**src/rtl/eth_tx_pkg.sv**
```systemverilog
package eth_tx_pkg;

  typedef enum logic [2:0] {
    ST_IDLE,
    ST_PRE,
    ST_SFD,
    ST_DATA,
    ST_FCS,
    ST_DONE,
    ST_FLUSH
  } tx_state_e;

  localparam logic [7:0]  PRE_BYTE = 8'h55;
  localparam logic [7:0]  SFD_BYTE = 8'hD5;
  localparam logic [31:0] CRC_POLY = 32'hEDB88320;
  localparam int          FCS_BYTES = 4;

endpackage

```
**src/rtl/tx_pacer.sv**
```systemverilog
module tx_pacer #(
  parameter int SLOW_DIV = 10
) (
  input  logic clk,
  input  logic rst_n,
  input  logic sync,
  input  logic slow,
  output logic tick
);
  localparam int CW = (SLOW_DIV > 1) ? $clog2(SLOW_DIV) : 1;
  localparam logic [CW-1:0] WRAP = CW'(SLOW_DIV - 1);

  logic [CW-1:0] cnt;

  assign tick = !slow || (cnt == '0);

  always_ff @(posedge clk) begin
    if (!rst_n)                 cnt <= '0;
    else if (sync || !slow)     cnt <= '0;
    else if (cnt == WRAP)       cnt <= '0;
    else                        cnt <= cnt + 1'b1;
  end

endmodule

```
**src/rtl/tx_shifter.sv**
```systemverilog
module tx_shifter (
  input  logic       clk,
  input  logic       rst_n,
  input  logic       dibit,
  input  logic       load,
  input  logic [7:0] load_byte,
  input  logic       advance,
  output logic [3:0] sym,
  output logic       at_last
);
  logic [7:0] sr;
  logic [1:0] idx;

  assign sym     = dibit ? {2'b00, sr[1:0]} : sr[3:0];
  assign at_last = dibit ? (idx == 2'd3) : (idx == 2'd1);

  always_ff @(posedge clk) begin
    if (!rst_n) begin
      sr  <= '0;
      idx <= '0;
    end else if (load) begin
      sr  <= load_byte;
      idx <= '0;
    end else if (advance) begin
      sr  <= dibit ? (sr >> 2) : (sr >> 4);
      idx <= idx + 2'd1;
    end
  end

  AST_NIBBLE_INDEX: assert property (@(posedge clk) disable iff (!rst_n)
    (!dibit && !load) |=> (dibit || idx < 2'd2));

endmodule

```
**src/rtl/tx_crc32.sv**
```systemverilog
module tx_crc32
  import eth_tx_pkg::*;
(
  input  logic        clk,
  input  logic        rst_n,
  input  logic        init,
  input  logic        step,
  input  logic [7:0]  data,
  output logic [31:0] crc_q
);
  logic [31:0] crc_nx;

  always_comb begin
    crc_nx = crc_q;
    for (int b = 0; b < 8; b++) begin
      if (crc_nx[0] ^ data[b]) crc_nx = (crc_nx >> 1) ^ CRC_POLY;
      else                     crc_nx = crc_nx >> 1;
    end
  end

  always_ff @(posedge clk) begin
    if (!rst_n)     crc_q <= '1;
    else if (init)  crc_q <= '1;
    else if (step)  crc_q <= crc_nx;
  end

endmodule

```
**src/rtl/eth_tx_framer.sv**
```systemverilog
module eth_tx_framer
  import eth_tx_pkg::*;
#(
  parameter int SLOW_DIV = 10,
  parameter int PRE_LEN  = 7
) (
  input  logic       clk,
  input  logic       rst_n,
  input  logic [7:0] in_data,
  input  logic       in_valid,
  input  logic       in_last,
  output logic       in_ready,
  input  logic       crc_en,
  input  logic       rmii_mode,
  input  logic       speed_100,
  output logic [3:0] txd,
  output logic       tx_en,
  output logic       underrun
);
  localparam int PCW = $clog2(PRE_LEN + 1);
  localparam logic [PCW-1:0] PRE_LAST = PCW'(PRE_LEN - 1);
  localparam logic [1:0]     FCS_LAST = 2'(FCS_BYTES - 1);

  tx_state_e     state;
  logic          cfg_rmii, cfg_slow, cfg_crc;
  logic [PCW-1:0] pre_cnt;
  logic [1:0]    fcs_cnt;
  logic          last_seen;
  logic [3:0]    txd_q;
  logic          tx_en_q;
  logic          underrun_q;

  logic          tick;
  logic [3:0]    sym;
  logic          at_last;
  logic          sh_load, sh_adv;
  logic [7:0]    sh_byte;
  logic          crc_init, crc_step;
  logic [31:0]   crc_q;
  logic [1:0]    fcs_sel;
  logic [7:0]    fcs_byte;
  logic          due;

  tx_pacer #(.SLOW_DIV(SLOW_DIV)) u_pacer (
    .clk   (clk),
    .rst_n (rst_n),
    .sync  (state == ST_IDLE),
    .slow  (cfg_slow),
    .tick  (tick)
  );

  tx_shifter u_shift (
    .clk       (clk),
    .rst_n     (rst_n),
    .dibit     (cfg_rmii),
    .load      (sh_load),
    .load_byte (sh_byte),
    .advance   (sh_adv),
    .sym       (sym),
    .at_last   (at_last)
  );

  tx_crc32 u_crc (
    .clk   (clk),
    .rst_n (rst_n),
    .init  (crc_init),
    .step  (crc_step),
    .data  (in_data),
    .crc_q (crc_q)
  );

  assign fcs_sel  = (state == ST_FCS) ? fcs_cnt + 2'd1 : 2'd0;
  assign fcs_byte = ~crc_q[{fcs_sel, 3'b000} +: 8];

  assign due = tick && at_last &&
               ((state == ST_SFD) || (state == ST_DATA && !last_seen));
  assign in_ready = due || (state == ST_FLUSH);

  always_comb begin
    sh_load  = 1'b0;
    sh_adv   = 1'b0;
    sh_byte  = PRE_BYTE;
    crc_init = 1'b0;
    crc_step = 1'b0;
    case (state)
      ST_IDLE: begin
        if (in_valid) begin
          sh_load  = 1'b1;
          crc_init = 1'b1;
        end
      end
      ST_PRE: begin
        if (tick) begin
          if (!at_last) sh_adv = 1'b1;
          else begin
            sh_load = 1'b1;
            sh_byte = (pre_cnt == PRE_LAST) ? SFD_BYTE : PRE_BYTE;
          end
        end
      end
      ST_SFD, ST_DATA: begin
        if (tick) begin
          if (!at_last) sh_adv = 1'b1;
          else if (state == ST_DATA && last_seen) begin
            if (cfg_crc) begin
              sh_load = 1'b1;
              sh_byte = fcs_byte;
            end
          end else if (in_valid) begin
            sh_load  = 1'b1;
            sh_byte  = in_data;
            crc_step = 1'b1;
          end
        end
      end
      ST_FCS: begin
        if (tick) begin
          if (!at_last) sh_adv = 1'b1;
          else if (fcs_cnt != FCS_LAST) begin
            sh_load = 1'b1;
            sh_byte = fcs_byte;
          end
        end
      end
      default: ;
    endcase
  end

  always_ff @(posedge clk) begin
    if (!rst_n) begin
      state      <= ST_IDLE;
      cfg_rmii   <= 1'b0;
      cfg_slow   <= 1'b0;
      cfg_crc    <= 1'b0;
      pre_cnt    <= '0;
      fcs_cnt    <= '0;
      last_seen  <= 1'b0;
      txd_q      <= '0;
      tx_en_q    <= 1'b0;
      underrun_q <= 1'b0;
    end else begin
      case (state)
        ST_IDLE: begin
          tx_en_q <= 1'b0;
          txd_q   <= '0;
          if (in_valid) begin
            state      <= ST_PRE;
            cfg_rmii   <= rmii_mode;
            cfg_slow   <= rmii_mode && !speed_100;
            cfg_crc    <= crc_en;
            pre_cnt    <= '0;
            fcs_cnt    <= '0;
            last_seen  <= 1'b0;
            underrun_q <= 1'b0;
          end
        end
        ST_PRE, ST_SFD, ST_DATA, ST_FCS: begin
          if (tick) begin
            txd_q   <= sym;
            tx_en_q <= 1'b1;
            if (at_last) begin
              case (state)
                ST_PRE: begin
                  pre_cnt <= pre_cnt + 1'b1;
                  if (pre_cnt == PRE_LAST) state <= ST_SFD;
                end
                ST_FCS: begin
                  if (fcs_cnt == FCS_LAST) state <= ST_DONE;
                  else                     fcs_cnt <= fcs_cnt + 2'd1;
                end
                default: begin
                  if (state == ST_DATA && last_seen) begin
                    state <= cfg_crc ? ST_FCS : ST_DONE;
                  end else if (in_valid) begin
                    state     <= ST_DATA;
                    last_seen <= in_last;
                  end else begin
                    state      <= ST_FLUSH;
                    tx_en_q    <= 1'b0;
                    txd_q      <= '0;
                    underrun_q <= 1'b1;
                  end
                end
              endcase
            end
          end
        end
        ST_DONE: begin
          if (tick) begin
            tx_en_q <= 1'b0;
            txd_q   <= '0;
            state   <= ST_IDLE;
          end
        end
        ST_FLUSH: begin
          if (in_valid && in_last) state <= ST_IDLE;
        end
        default: state <= ST_IDLE;
      endcase
    end
  end

  assign txd      = txd_q;
  assign tx_en    = tx_en_q;
  assign underrun = underrun_q;

  AST_RMII_HIGH_ZERO: assert property (@(posedge clk) disable iff (!rst_n)
    cfg_rmii |-> (txd[3:2] == 2'b00));

  AST_HOLD_BETWEEN_TICKS: assert property (@(posedge clk) disable iff (!rst_n)
    !tick |=> ($stable(tx_en) && $stable(txd)));

  AST_READY_SCOPE: assert property (@(posedge clk) disable iff (!rst_n)
    in_ready |-> (state == ST_SFD || state == ST_DATA || state == ST_FLUSH));

  AST_UNDERRUN_KILLS_EN: assert property (@(posedge clk) disable iff (!rst_n)
    $rose(underrun) |-> !tx_en);

  AST_FCS_GATED: assert property (@(posedge clk) disable iff (!rst_n)
    (state == ST_FCS) |-> cfg_crc);

  AST_CFG_STEADY: assert property (@(posedge clk) disable iff (!rst_n)
    (state != ST_IDLE) |=> ($stable(cfg_rmii) && $stable(cfg_slow) && $stable(cfg_crc)));

endmodule

```
**config.mk**
```make
export PLATFORM = sky130hd
export DESIGN_NAME = eth_tx_framer
export DESIGN_NICKNAME = d
export VERILOG_FILES = /design/src/rtl/eth_tx_pkg.sv /design/src/rtl/tx_pacer.sv /design/src/rtl/tx_shifter.sv /design/src/rtl/tx_crc32.sv /design/src/rtl/eth_tx_framer.sv
export SDC_FILE = /design/constraint.sdc
export NUM_CORES = 1
export LEC_CHECK = 0
export BUFFER_PORTS_ARGS = -buffer_cell sky130_fd_sc_hd__buf_2
export CORE_ASPECT_RATIO = 1.2
export CORE_MARGIN = 4
export CORE_UTILIZATION = 30
export CTS_CLUSTER_SIZE = 20
export DETAILED_ROUTE_END_ITERATION = 8
export SLEW_MARGIN = 20
export SYNTH_ARGS = -nofsm -noshare
export SYNTH_HDL_FRONTEND = slang
export SYNTH_SLANG_ARGS = --single-unit
```
**constraint.sdc**
```tcl
create_clock -name clk -period 5.1 [get_ports clk]
set_clock_uncertainty 0.1 [all_clocks]
set_input_delay 0.255 -clock clk [delete_from_list [all_inputs] [get_ports clk]]
set_output_delay 0.255 -clock clk [all_outputs]
set_load 0.05 [all_outputs]
```
# --- Word-level counts from Yosys, hierarchy flattened ---
# Index checks and enable logic that the tools add are counted.
totals:
  reg_bits: 64
  in_bits: 15
  output_inout_bits: 7
  word_cells: 188
classes:
  add_sub_neg: 4
  n_eq_ne: 26
  shift: 1
  mux: 94
  bitwise: 18
  n_reduce_logical: 31
ops:
  columns: ["cell", "n"]
  rows:
  - ["$mux W32", 8]
  - ["$not A13 Y14", 8]
  - ["$mux W8", 13]
  - ["$mux W3", 13]
  - ["$mux W1", 36]
  - ["$shiftx A32 B6 Y8", 1]
  - ["$mux W4", 7]
  - ["$pmux W8 S3", 1]
  - ["$reduce_and A7 Y1", 3]
  - ["$ne A2 B2 Y1 const B", 7]
  - ["$eq A3 B3 Y1 const B", 4]
  - ["$mux W2", 6]
  - ["$ne A2 B1 Y1 const B", 6]
  - ["$pmux W3 S2", 2]
  - ["$pmux W3 S4", 1]
  - ["$pmux W4 S3", 1]
  - ["$not A8 Y8", 1]
  - ["$reduce_or A2 Y1", 4]
  - ["$xor A1 B1 Y1", 8]
  - ["$eq A3 B2 Y1 const B", 2]
  - ["$logic_and A1 B1 Y1", 6]
  - ["$mux W6", 1]
  - ["$reduce_and A6 Y1", 1]
  - ["$reduce_and A5 Y1", 1]
  - ["other kinds (24)", 33]

# --- Longest topological paths before layout ---
depth:
  word_depth: 16
  depth_mapped: 9
  depth_no_buf: 8

# --- Modules after synthesis ---
# A second synthesis with hierarchy kept.
unflattened:
  hier_cells: 452
  hier_area_um2: 4269.1
by_module_without_submodules:
  columns: ["module", "n_inst", "cells_per_inst", "area_per_inst_um2", "seq_area_each_um2"]
  rows:
  - ["tx_crc32", 1, 179, 1985.7, 640.6]
  - ["eth_tx_framer", 1, 194, 1541.5, 360.3]
  - ["tx_shifter", 1, 57, 541.8, 200.2]
  - ["tx_pacer", 1, 22, 200.2, 80.1]

# --- Worst setup path before layout ---
# No wires, ideal clock.
synth_path:
  kind: "reg-to-reg"
  from: "register u_pacer.cnt[0]"
  to: "register u_shift.sr[0]"
  setup_time_ps: 115
  t_arrival_ps: 1981
  required_time_ps: 4885
  slack_ps: 2904
  stages_incl_launch_ff: 8
  path_buffers: 0
  synth_period_minus_slack_ps: 2196
  cell_sequence: "dfxtp_1 inv_1 ha_1 or3b_4 a211oi_4 o211ai_2 or3_1 a31o_1"
synth_via:
  elab_chain_len: 5
  elab_cells_between_ends: 14
  classes_between: "11 x mux; 3 x reduce/logical"
synth_rtl:
  columns: ["item", "line_no", "rtl"]
  rows:
  - ["from (decl)", "tx_pacer.sv:13", "logic [CW-1:0] cnt;"]
  - ["from (signal assigned)", "tx_pacer.sv:21", "else cnt <= cnt + 1'b1;"]
  - ["$logic_not A4 Y1 (*)", "tx_pacer.sv:15", "assign tick = !slow || (cnt == '0);"]
  - ["$logic_or A1 B1 Y1 (*)", "tx_pacer.sv:15", null]
  - ["$mux W1 (tied with other cells)", "eth_tx_framer.sv:117", "if (tick) begin"]
  - ["$pmux W1 S4 (tied with other cells)", "eth_tx_framer.sv:85", "case (state)"]
  - ["$mux W8 or $reduce_bool A2 Y1 (tied branches)", null, null]
  - ["to (signal assigned)", "tx_shifter.sv:22", "sr <= load_byte;"]
  - ["to (signal assigned)", "tx_shifter.sv:25", "sr <= dibit ? (sr >> 2) : (sr >> 4);"]
  - ["to (decl)", "tx_shifter.sv:11", "logic [7:0] sr;"]
# Mark *: on every way between the ends. The rest lies on a longest branch, timed or not.
# A chain may end at the register's enable or synchronous reset.

# --- Worst setup path after layout ---
layout_path:
  from: "register fcs_cnt[0]"
  to: "register u_shift.sr[4]"
layout_via:
  elab_chain_len: 10
  elab_cells_between_ends: 19
  classes_between: "1 x add/sub; 1 x eq/ne; 1 x shift; 14 x mux; 1 x bitwise; 1 x reduce/logical"
layout_rtl:
  columns: ["item", "line_no", "rtl"]
  rows:
  - ["from (decl)", "eth_tx_framer.sv:27", "logic [1:0] fcs_cnt;"]
  - ["from (signal assigned)", "eth_tx_framer.sv:169", "else fcs_cnt <= fcs_cnt + 2'd1;"]
  - ["$add A2 B1 Y2", "eth_tx_framer.sv:72", "assign fcs_sel = (state == ST_FCS) ? fcs_cnt + 2'd1 : 2'd0;"]
  - ["$mux W2", "eth_tx_framer.sv:72", null]
  - ["$shiftx A32 B6 Y8", "eth_tx_framer.sv:73", "assign fcs_byte = ~crc_q[{fcs_sel, 3'b000} +: 8];"]
  - ["$not A8 Y8", "eth_tx_framer.sv:73", null]
  - ["$mux W8", "eth_tx_framer.sv:105", "if (cfg_crc) begin"]
  - ["$mux W8", "eth_tx_framer.sv:104", "else if (state == ST_DATA && last_seen) begin"]
  - ["$mux W8", "eth_tx_framer.sv:103", "if (!at_last) sh_adv = 1'b1;"]
  - ["$mux W8", "eth_tx_framer.sv:102", "if (tick) begin"]
  - ["$pmux W8 S3", "eth_tx_framer.sv:85", null]
  - ["$mux W8", "tx_shifter.sv:21", "end else if (load) begin"]
# Parallel ways exist; a longest one is shown, timed or not.

==> flow_summary.yaml <==
floorplan:
  start_util_pct: 30.6
  fp.dieW_um: 114
  die_area_um2: 15400
  rows: 46
  core_area_um2: 13200
  io_pins: 22
  die-height_um: 135
placement:
  portBuffers: 21
  placed_area_um2: 4250
  gp_congestion: 0.816
  hpwl_um: 7180
yosys:
  synth_area_leaders: "dfxtp_1, xnor2_1, nand2_1, xor2_1, o211ai_1"
  ys_seq_area_share_pct: 31.6
  ys_ff_latch: 64
  synth.top_cells.by_count: "nand2_1, dfxtp_1, xnor2_1, o211ai_1, xor2_1"
  yosysTopAreaCell: "dfxtp_1"
  ys.flop_type: "dfxtp_1"
  yosysTopAreaCellShare_pct: 31.6
  synthArstFlopShare_pct: 0
  synth_most_common_cell: "nand2_1"
  synth.yosys.warnings: 0
  synth_edf_count: 0
  netlist_area_um2: 4050
  syn_avg_cell_area_um2: 8.66
  syn_inst: 468
  synth_nets: 489
  ys_types: 59
critical_path:
  crit_start: "fcs_cnt[0]"
  cp_max_fo: 15
  crit_type: "flop to flop"
  critPathRequiredTime_ns: 5.22
  start_kind: "flop"
  worstPathArrival_ns: 2.73
  r2r-start: "fcs_cnt[0]"
  setup.worst_path.end_class: "flop"
flow_run:
  drv_cap: 0
route:
  first_pass_iters: 5
  via_count: 3305
  wirelength_um: 9950
  ant_nets: 0
  drc: 0
  post_drt_wl_per_cell_um: 15.4
  drt-initial-drc-count: 184
  routed_via_density: 5.12
clock_network:
  clock_latency_ns: 0.32
  clk_pin_slew_ns: 0.05
  numCtsBuffers: 9
  ctsRootBufferMaster: "clkbuf_16"
  ctsLongestPathBuffers: 2
  cts_tree: "built"
  holdBufCountCts: 0
  cts-resized-gates: 0
  cts.sink_count: 64
  cts_setup_buffers: 0
  htreeDepth: 3
min_path:
  timing.hold.worst.start: "in_last"
  min_path_type: "input pin to flop"
timing:
  max_freq_ghz: 0.382
  worst_hold_slack_ns: 0.104
  rsz0062_at_grt: "no"
  slew-limit-headroom_pct: 49.4
  setup_viol: 0
  worstMarginPinSlew_ns: 0.758
  fin_crit_ns: 2.62
  period_share_pct: 51.3
  fin_setup_tns_ns: 0
  slew_violations: 0
  finalHoldViolCount: 0
global_routing:
  grt_max_degree: 65
  grt_antenna_before_repair: 0
  grt_overflow: 0
  grt_use_total_pct: 13.3
  grt_pass1_vias: 3270
  grt_pass1_wl_um: 16600
power:
  leakage_nw: 1.80
  p_per_area_nw_per_um2: 433
  vdd_ir_drop_max_mv: 0.175
status:
  status: "finished, final reports clean"
cells_and_area:
  syn_to_final_growth_pct: 13.4
  num-fill-cells: 1381
  nets: 494
  num_antenna_cells: 0
  layout-drive-gt1-share_pct: 13.6
  finish.utilization_pct: 34.7
  final_area_um2: 4590
## final timing paths
check                       end  slack, ns  depth (start not counted)
setup / recovery  u_shift.sr[4]       2.48                          6
hold / removal        last_seen       0.10                          3
setup reg to reg  u_shift.sr[4]       2.48                          6
hold reg to reg          txd[2]       0.36                          2
## placed cells by master, fill, tap and decap left out, types with 3 or more instances in the layout
master / n
nand2_1: 65
dfxtp_1: 64
xnor2_1: 38
o211ai_1: 30
xor2_1: 26
o21ai_0: 23
nor2_1: 21
buf_2: 21
a21oi_1: 19
mux2i_1: 18
xnor2_2: 13
nand3_1: 9
clkbuf_16: 9
inv_1: 8
a31oi_1: 7
nor2b_1: 6
ha_1: 6
a21boi_0: 5
or3_1: 5
o22ai_1: 5
nand2b_1: 5
and3_1: 4
o31ai_1: 4
nor3b_1: 3
nand3b_1: 3
a21boi_1: 3
and2_1: 3
mux2_2: 3
a31o_1: 3
bufinv_16: 3
## stage by stage
stage	power (W)	std cells	worst slack (ns)
after detailed placement	0.00130	630	2.28
after global routing	0.00210	646	2.22
after CTS	0.00200	646	2.25
final	0.00199	646	2.48
after floorplan	0.00115	468	2.90
after global placement	0.00128	630	2.43
## report_power, final
| group | switching, W | internal (W) | total (W) |
|---|---|---|---|
| registers | 0.0000990 | 0.000562 | 0.000661 |
| logic | 0.000390 | 0.000246 | 0.000636 |
| clock network | 0.000218 | 0.000475 | 0.000694 |
| total | 0.000707 | 0.00128 | 0.00199 |
## routing by layer
layer / track usage [%] / wire [µm] / up-vias
met4: 5.48 / 158 / 0
li1: - / - / 1665
met2: 22.1 / 4930 / 73
met1: 17.0 / 4490 / 1555
met5: 0 / 0 / -
met3: 2.28 / 363 / 12
## flip-flops by register name, summed over array words and instances (netlist names), 2 cells and up
register     flops
u_crc.crc_q     32
u_shift.sr       8
txd              4
u_pacer.cnt      4
pre_cnt          3
state            3
fcs_cnt          2
u_shift.idx      2
## cells by family (layout without fill, tap and decap cells)
family                     after synthesis  in the layout  synth area share (%)
xor gates and xnor gates                77             77                  19.0
adders and majority gates                6              6                  1.85
buffers and inverters                   36             46                  3.77
AOI/OAI and AO/OA                      122            122                  20.7
muxes                                   21             21                  5.28
DFF                                     64             64                  31.6
and+or+nand+nor                        142            142                  17.7
## worst max-delay path, stage by stage, from the launching register on
cell	delay, ns
dfxtp_1	0.81
ha_1	0.41
and4bb_2	0.37
nand2_1	0.12
a31oi_1	0.07
or3_1	0.40
a31o_1	0.22
## cell type report
cell class / instances / area (µm²) / area share [%]
Multi-Input combinational cell: 368 / 2620 / 57.1
Sequential cell: 64 / 1280 / 27.9
Clock buffer: 10 / 229 / 4.98
Tap cell: 168 / 210 / 4.58
Timing Repair Buffer: 22 / 113 / 2.45
Clock inverter: 6 / 108 / 2.34
Inverter: 8 / 30.0 / 0.654
No activity file was read; power rests on OpenSTA's default activity.
